==> config.mk <==
export PLATFORM = sky130hd
export DESIGN_NAME = die_stack
export DESIGN_NICKNAME = d
export VERILOG_FILES = /design/src/rtl/stk_pkg.sv /design/src/rtl/die_sram.sv /design/src/rtl/die_ctrl.sv /design/src/rtl/die_slice.sv /design/src/rtl/die_stack.sv
export SDC_FILE = /design/constraint.sdc
export NUM_CORES = 1
export LEC_CHECK = 0
export BUFFER_PORTS_ARGS = -buffer_cell sky130_fd_sc_hd__buf_2
export CAP_MARGIN = 0
export CORE_UTILIZATION = 60
export CTS_BUF_LIST = sky130_fd_sc_hd__clkbuf_4 sky130_fd_sc_hd__clkbuf_8
export DETAILED_ROUTE_END_ITERATION = 10
export PLACE_DENSITY_LB_ADDON = 0.1
export SYNTH_ARGS = -nofsm -noshare
export SYNTH_HDL_FRONTEND = slang
export SYNTH_HIERARCHICAL = 1
export SYNTH_SLANG_ARGS = --single-unit
==> constraint.sdc <==
create_clock -name clk -period 2.1 [get_ports clk]
set_input_delay 0.42 -clock clk [delete_from_list [all_inputs] [get_ports clk]]
set_output_delay 0.42 -clock clk [all_outputs]
set_load 0.02 [all_outputs]
==> src/rtl/stk_pkg.sv <==
package stk_pkg;

  localparam int unsigned MAX_DIES = 8;

  // One-hot identity of the die at stack position idx.
  function automatic logic [MAX_DIES-1:0] die_identity(input int unsigned idx);
    logic [MAX_DIES-1:0] r;
    r = '0;
    r[idx] = 1'b1;
    return r;
  endfunction

  // True when more than one bit is set.
  function automatic logic multi_hot(input logic [MAX_DIES-1:0] v);
    return (v & (v - 1'b1)) != '0;
  endfunction

endpackage

==> src/rtl/die_sram.sv <==
module die_sram #(
  parameter int unsigned AW = 4,
  parameter int unsigned DW = 16
) (
  input  logic          clk,
  input  logic          wr_en,
  input  logic          rd_en,
  input  logic [AW-1:0] addr,
  input  logic [DW-1:0] wdata,
  output logic [DW-1:0] rdata
);
  localparam int unsigned DEPTH = 1 << AW;

  logic [DW-1:0] mem [DEPTH];

  always_ff @(posedge clk) begin
    if (wr_en) mem[addr] <= wdata;
    if (rd_en) rdata <= mem[addr];
  end

endmodule

==> src/rtl/die_ctrl.sv <==
module die_ctrl #(
  parameter int unsigned NDIES = 4,
  parameter int unsigned AW    = 4,
  parameter int unsigned DW    = 16
) (
  input  logic             master_en,
  input  logic             req_valid,
  input  logic             req_we,
  input  logic [NDIES-1:0] req_cs_n,
  input  logic [AW-1:0]    req_addr,
  input  logic [DW-1:0]    req_wdata,
  output logic             drv_valid,
  output logic             drv_we,
  output logic [NDIES-1:0] drv_cs,
  output logic [AW-1:0]    drv_addr,
  output logic [DW-1:0]    drv_wdata
);
  // Only a master drives the shared lines; others contribute zeros to the OR.
  logic fwd;
  assign fwd = master_en & req_valid;

  always_comb begin
    drv_valid = fwd;
    drv_we    = fwd & req_we;
    drv_cs    = fwd ? ~req_cs_n : '0;
    drv_addr  = fwd ? req_addr  : '0;
    drv_wdata = fwd ? req_wdata : '0;
  end

endmodule

==> src/rtl/die_slice.sv <==
module die_slice #(
  parameter int unsigned IDX   = 0,
  parameter int unsigned NDIES = 4,
  parameter int unsigned AW    = 4,
  parameter int unsigned DW    = 16
) (
  input  logic             clk,
  input  logic             rst_n,
  input  logic             acc_valid,
  input  logic             bus_we,
  input  logic [NDIES-1:0] bus_cs,
  input  logic [AW-1:0]    bus_addr,
  input  logic [DW-1:0]    bus_wdata,
  output logic             wr_hit,
  output logic             ret_valid,
  output logic [DW-1:0]    ret_data
);
  localparam logic [stk_pkg::MAX_DIES-1:0] ID_FULL = stk_pkg::die_identity(IDX);
  localparam logic [NDIES-1:0] ID = ID_FULL[NDIES-1:0];

  logic          hit;
  logic          rd_hit;
  logic [DW-1:0] q;

  assign hit    = acc_valid && (bus_cs == ID);
  assign wr_hit = hit & bus_we;
  assign rd_hit = hit & ~bus_we;

  die_sram #(.AW(AW), .DW(DW)) u_sram (
    .clk   (clk),
    .wr_en (wr_hit),
    .rd_en (rd_hit),
    .addr  (bus_addr),
    .wdata (bus_wdata),
    .rdata (q)
  );

  always_ff @(posedge clk or negedge rst_n) begin
    if (!rst_n) ret_valid <= 1'b0;
    else        ret_valid <= rd_hit;
  end

  assign ret_data = ret_valid ? q : '0;

  // an idle die leaves the return bus at zero
  a_r6_idle_die_zero: assert property (@(posedge clk) disable iff (!rst_n)
    !ret_valid |-> (ret_data == '0));

endmodule

==> src/rtl/die_stack.sv <==
module die_stack #(
  parameter int unsigned NDIES = 4,
  parameter int unsigned AW    = 4,
  parameter int unsigned DW    = 16
) (
  input  logic                       clk,
  input  logic                       rst_n,
  input  logic [NDIES-1:0]           master_sel,
  input  logic [NDIES-1:0]           req_valid,
  input  logic [NDIES-1:0]           req_we,
  input  logic [NDIES-1:0][NDIES-1:0] req_cs_n,
  input  logic [NDIES-1:0][AW-1:0]   req_addr,
  input  logic [NDIES-1:0][DW-1:0]   req_wdata,
  output logic                       rd_valid,
  output logic [DW-1:0]              rd_data,
  output logic                       err
);
  logic [NDIES-1:0]            drv_valid, drv_we;
  logic [NDIES-1:0][NDIES-1:0] drv_cs;
  logic [NDIES-1:0][AW-1:0]    drv_addr;
  logic [NDIES-1:0][DW-1:0]    drv_wdata;

  logic [NDIES-1:0]            die_wr, die_ret_v;
  logic [NDIES-1:0][DW-1:0]    die_ret_d;

  logic             bus_valid, bus_we;
  logic [NDIES-1:0] bus_cs;
  logic [AW-1:0]    bus_addr;
  logic [DW-1:0]    bus_wdata;
  logic             master_conflict, cs_conflict, acc_valid;

  for (genvar i = 0; i < NDIES; i++) begin : g_die
    die_ctrl #(.NDIES(NDIES), .AW(AW), .DW(DW)) u_ctrl (
      .master_en (master_sel[i]),
      .req_valid (req_valid[i]),
      .req_we    (req_we[i]),
      .req_cs_n  (req_cs_n[i]),
      .req_addr  (req_addr[i]),
      .req_wdata (req_wdata[i]),
      .drv_valid (drv_valid[i]),
      .drv_we    (drv_we[i]),
      .drv_cs    (drv_cs[i]),
      .drv_addr  (drv_addr[i]),
      .drv_wdata (drv_wdata[i])
    );

    die_slice #(.IDX(i), .NDIES(NDIES), .AW(AW), .DW(DW)) u_slice (
      .clk       (clk),
      .rst_n     (rst_n),
      .acc_valid (acc_valid),
      .bus_we    (bus_we),
      .bus_cs    (bus_cs),
      .bus_addr  (bus_addr),
      .bus_wdata (bus_wdata),
      .wr_hit    (die_wr[i]),
      .ret_valid (die_ret_v[i]),
      .ret_data  (die_ret_d[i])
    );
  end

  // Shared lines: wired-OR of every die's drivers.
  always_comb begin
    bus_valid = 1'b0;
    bus_we    = 1'b0;
    bus_cs    = '0;
    bus_addr  = '0;
    bus_wdata = '0;
    rd_valid  = 1'b0;
    rd_data   = '0;
    for (int i = 0; i < NDIES; i++) begin
      bus_valid = bus_valid | drv_valid[i];
      bus_we    = bus_we    | drv_we[i];
      bus_cs    = bus_cs    | drv_cs[i];
      bus_addr  = bus_addr  | drv_addr[i];
      bus_wdata = bus_wdata | drv_wdata[i];
      rd_valid  = rd_valid  | die_ret_v[i];
      rd_data   = rd_data   | die_ret_d[i];
    end
  end

  assign master_conflict = stk_pkg::multi_hot(stk_pkg::MAX_DIES'(master_sel));
  assign cs_conflict     = bus_valid & stk_pkg::multi_hot(stk_pkg::MAX_DIES'(bus_cs));
  assign err             = master_conflict | cs_conflict;
  assign acc_valid       = bus_valid & ~err;

  // at most one die answers a read
  a_r2_single_responder: assert property (@(posedge clk) disable iff (!rst_n)
    $onehot0(die_ret_v));

  // an accepted single-die read returns data the next cycle
  a_r5_read_latency: assert property (@(posedge clk) disable iff (!rst_n)
    (acc_valid && !bus_we && $countones(bus_cs) == 1) |=> rd_valid);

  // the OR'd return bus is zero when nothing is returned
  a_r6_bus_zero: assert property (@(posedge clk) disable iff (!rst_n)
    !rd_valid |-> (rd_data == '0));

  // a flagged cycle writes no die
  a_r7_no_write_on_err: assert property (@(posedge clk) disable iff (!rst_n)
    err |-> (die_wr == '0));

  // several masters give no read response
  a_r8_multi_master_quiet: assert property (@(posedge clk) disable iff (!rst_n)
    ($countones(master_sel) > 1) |=> !rd_valid);

  // an empty chip select touches no die
  a_r9_no_select: assert property (@(posedge clk) disable iff (!rst_n)
    (bus_valid && bus_cs == '0) |-> (die_wr == '0 && !err));

endmodule

==> metrics.csv <==
stage,metric,value,unit
die,core area,70150,um^2
clocking,clock latency on the worst-skew pair,0.80,ns
min_path,Hold Path Origin,req_wdata[54],
worst_setup_path,RR Endpoint,g_die[1].u_slice/u_sram/rdata[1],
finish,Nets,2629,
clocking,CTS tree,done,
sta,# setup viols final,1145,
detailed_routing,via count,22646,
synthesis,Synth Cell Area,42680,um^2
synthesis,Unique masters post-synth,35,
worst_setup_path,slowest CP cell,or4_4,
sta,fmax,361.3,MHz
global_route,initial antenna violation count,4,
min_path,Worst Hold Class,input port to flop,
place,half-perimeter wire length after placement,60.04,mm
worst_setup_path,r2r setup slk,0.38,ns
finish,Layout area overhead,22.93,%
clocking,Clock Sinks,1092,
die,DIE HEIGHT,268.7,um
synthesis,ranking of synthesized cells by area,"edfxtp_1 (77%), mux4_2 (13%), a22oi_1 (2.3%), and3_1 (1.1%), buf_6 (0.79%)",
synthesis,Yosys top cell area share,76.55,%
detailed_routing,DRT Wirelength,102.7,mm
global_route,grt ovf,0,
finish,fin util,74.79,%
detailed_routing,Routed WL per cell,28.63,um
pwr,total power,45.96,mW
clocking,CTS Root Cell,clkbuf_8,
sta,setup TNS,-486.58,ns
clocking,CTS Buffer Depth,3,
flow_run,Max-Cap Viols,0,
worst_setup_path,Worst Path Max Fanout,14,
pwr,leakage,17.29,nW
detailed_routing,Via density,6.312,
global_route,gr usage total,28.94,%
sta,RSZ-0062 raised after global routing,yes,
detailed_routing,detailed-route DRC error count,0,
worst_setup_path,Setup CP Type,input port to flop,
synthesis,"Seq/Total Area, Yosys",76.78,%
place,number of buffers added on ports,127,
worst_setup_path,FF-to-FF Start,g_die[1].u_slice/u_sram/mem[0][1],
die,die width,268.7,um
die,Initial Util,60.84,%
sta,Clock Skews,0.02649,ns
finish,most frequent cells in the layout,"edfxtp_1 (1088), mux4_2 (248), clkbuf_8 (173)",
worst_setup_path,critical path startpoint category,input port,
min_path,hold path endpoint,g_die[3].u_slice/u_sram/mem[6][6],
worst_setup_path,CP startpoint,req_valid[1],
outcome,failing checks,setup timing,
sta,min Tclk post-route,2.768,ns
synthesis,asr flop ratio synth,0.3663,%
pwr,Sw Share,23.10,%
worst_setup_path,WP data required,2.60,ns
sta,Hold Fails Final Rpt,0,
worst_setup_path,Crit path largest cell delay,0.58,ns
sta,"Slew Viols, Final",0,
finish,fin cells,3588,
detailed_routing,DRT antenna net count,0,
pwr,clock power share,36.4,%
finish,"most common cell after layout, fill and taps aside",edfxtp_1,
die,std cell rows,97,
place,Placer Congestion,0.9323,
place,placed cells,3203,
pwr,Peak VDD IR,0.4368,mV
pwr,Cell Pwr Density,876.0,nW/um^2
die,die area,72210,um^2
sta,Worst slew margin,49.05,%
global_route,number of global-route vias before repair,22637,
synthesis,Post-Syn Nets,2103,
pwr,Gate power share,10.6,%
synthesis,Mapped Cells,1993,
pwr,P_sw,10.61,mW
clocking,register clock-pin slew on the reported worst setup and hold paths,0.06,ns
finish,layout cells sized above 1,43.82,%
synthesis,Main synth FF type,edfxtp_1,
outcome,outcome,finished with violations,
synthesis,Syn. warnings,6,
clocking,CTS H-Tree Depth,4,
worst_setup_path,Worst setup EP type,flop,
worst_setup_path,Critical Path AT,3.27,ns
global_route,largest net degree at the start of global routing,65,
sta,final setup margin,-0.6679,ns
synthesis,Post-synth EDFFs,1088,
detailed_routing,drt pass-1 iters,5,
worst_setup_path,reg2reg path depth,3,
worst_setup_path,Worst Path Buf+Inv,5,
pwr,Int Pwr,35.34,mW
min_path,hold path depth,4,
worst_setup_path,cells along the critical path,buf_8 -> and3b_2 -> or4_4 -> a211oi_4 -> o211a_1 -> buf_6 -> nand4b_1 -> nor3_2 -> buf_4 -> or3b_4 -> buf_12 -> nor2_4 -> clkbuf_16,
sta,Tcrit/Tclk final,131.8,%
synthesis,#FFs+latches synth,1092,
detailed_routing,first-iteration detailed-routing DRC count,3005,
pwr,Seq pwr share,53.1,%
clocking,CTS Buf Count,166,
sta,Slew @ Worst Pin,0.7608,ns
synthesis,"area leader, netlist",edfxtp_1,
synthesis,syn avg cell area,21.42,um^2
worst_setup_path,"delay-heaviest family, CP",simple AND/OR/NAND/NOR gates,
global_route,first-pass GRT wire length,147.1,mm
die,Boundary Pins,128,
## power by group through the flow
stage | Sequential, mW | Clock [mW] | Combinational, mW
2_1_floorplan | 24.9 | 0 | 2.50
3_3_place_gp | 24.9 | 0 | 4.56
3_5_place_dp | 24.9 | 0 | 4.67
4_1_cts | 24.4 | 17.0 | 4.77
5_1_grt | 24.4 | 17.9 | 5.07
6_report | 24.4 | 16.7 | 4.85
## layer usage
metal | vias to the layer above | GRT usage, % | part of all wire [%]
li1 | 9488 | - | -
met1 | 11744 | 42.90 | 40
met2 | 1252 | 44.42 | 48
met3 | 160 | 5.370 | 9.5
met4 | 2 | 9.244 | 2.6
met5 | - | 0 | 0.0078
## how the worst max path moves through the flow
stage / cells past startpoint / slack (ns) / to
finish: 13 / -0.67 / g_die[3].u_slice/u_sram/mem[1][4]
global route: 13 / -0.73 / g_die[3].u_slice/u_sram/mem[1][14]
CTS: 4 / -0.59 / rd_data[1]
detailed placement: 9 / -1.57 / g_die[0].u_slice/u_sram/mem[0][15]
global placement: 9 / -1.50 / g_die[0].u_slice/u_sram/mem[0][15]
floorplan: 8 / -1.26 / g_die[2].u_slice/u_sram/mem[0][0]
## worst reg2reg max path: stages, from the launching register on
cell and delay (ns):
edfxtp_1 0.37, mux4_1 0.58, a22oi_1 0.35, nand2_1 0.15
## cells in the mapped netlist, types with 16 or more instances
library cell and number:
and2_1 44, and3b_2 16, buf_2 18, nor2_1 52, nand2_1 68, and2_2 28, edfxtp_1 1088, or4_1 39
mux4_2 248, clkbuf_1 56, nor3_1 20, buf_6 30, and3_1 78, a22oi_1 128
## cells by family after synthesis
logic type / count (synthesis) / share of synthesized area (%)
AO/OA/AOI/OAI: 133 / 2.363
AND/OR/NAND/NOR: 399 / 5.617
flip-flops: 1092 / 76.78
multiplexers: 256 / 13.58
adder cells (fa/ha/maj): 1 / 0.02345
buffers and inverters: 112 / 1.636
## metrics by stage
step	setup WS, ns	hold slack [ns]	instance area, um^2
final	-0.6679	0.3667	52470
after global routing	-0.7319	0.3602	52470
after CTS	-0.5866	0.3211	51750
after detailed placement	-1.566	0.2631	47310
after global placement	-1.497	0.2617	47310
after floorplan	-1.255	0.1244	42950
## area by class of cell
class | count | area (um^2)
clock buffers | 218 | 2719
fillers | 3871 | 17680
flip-flops and latches | 1092 | 32780
clock inverters | 78 | 467.9
well taps | 940 | 1176
multi-input cells | 789 | 9927
repair buffers | 470 | 5398
diodes | 1 | 2.502
## flip-flops by register name (all words and copies together) (netlist names)
signal and flops:
g_die.u_slice/ret_valid 4, g_die.u_slice/u_sram/rdata 64, g_die.u_slice/u_sram/mem 1024
## repair_timing
item | CTS | global route
hold buffers | 2 | 0
pin swaps | 33 | 39
gates resized for setup | 160 | 113
buffers inserted | 39 | 20
cloned | 19 | 14
endpoints found under the hold margin | 4 | 0
setup endpoints to repair | 1106 | 1137
(Power assumes the default switching activity.)
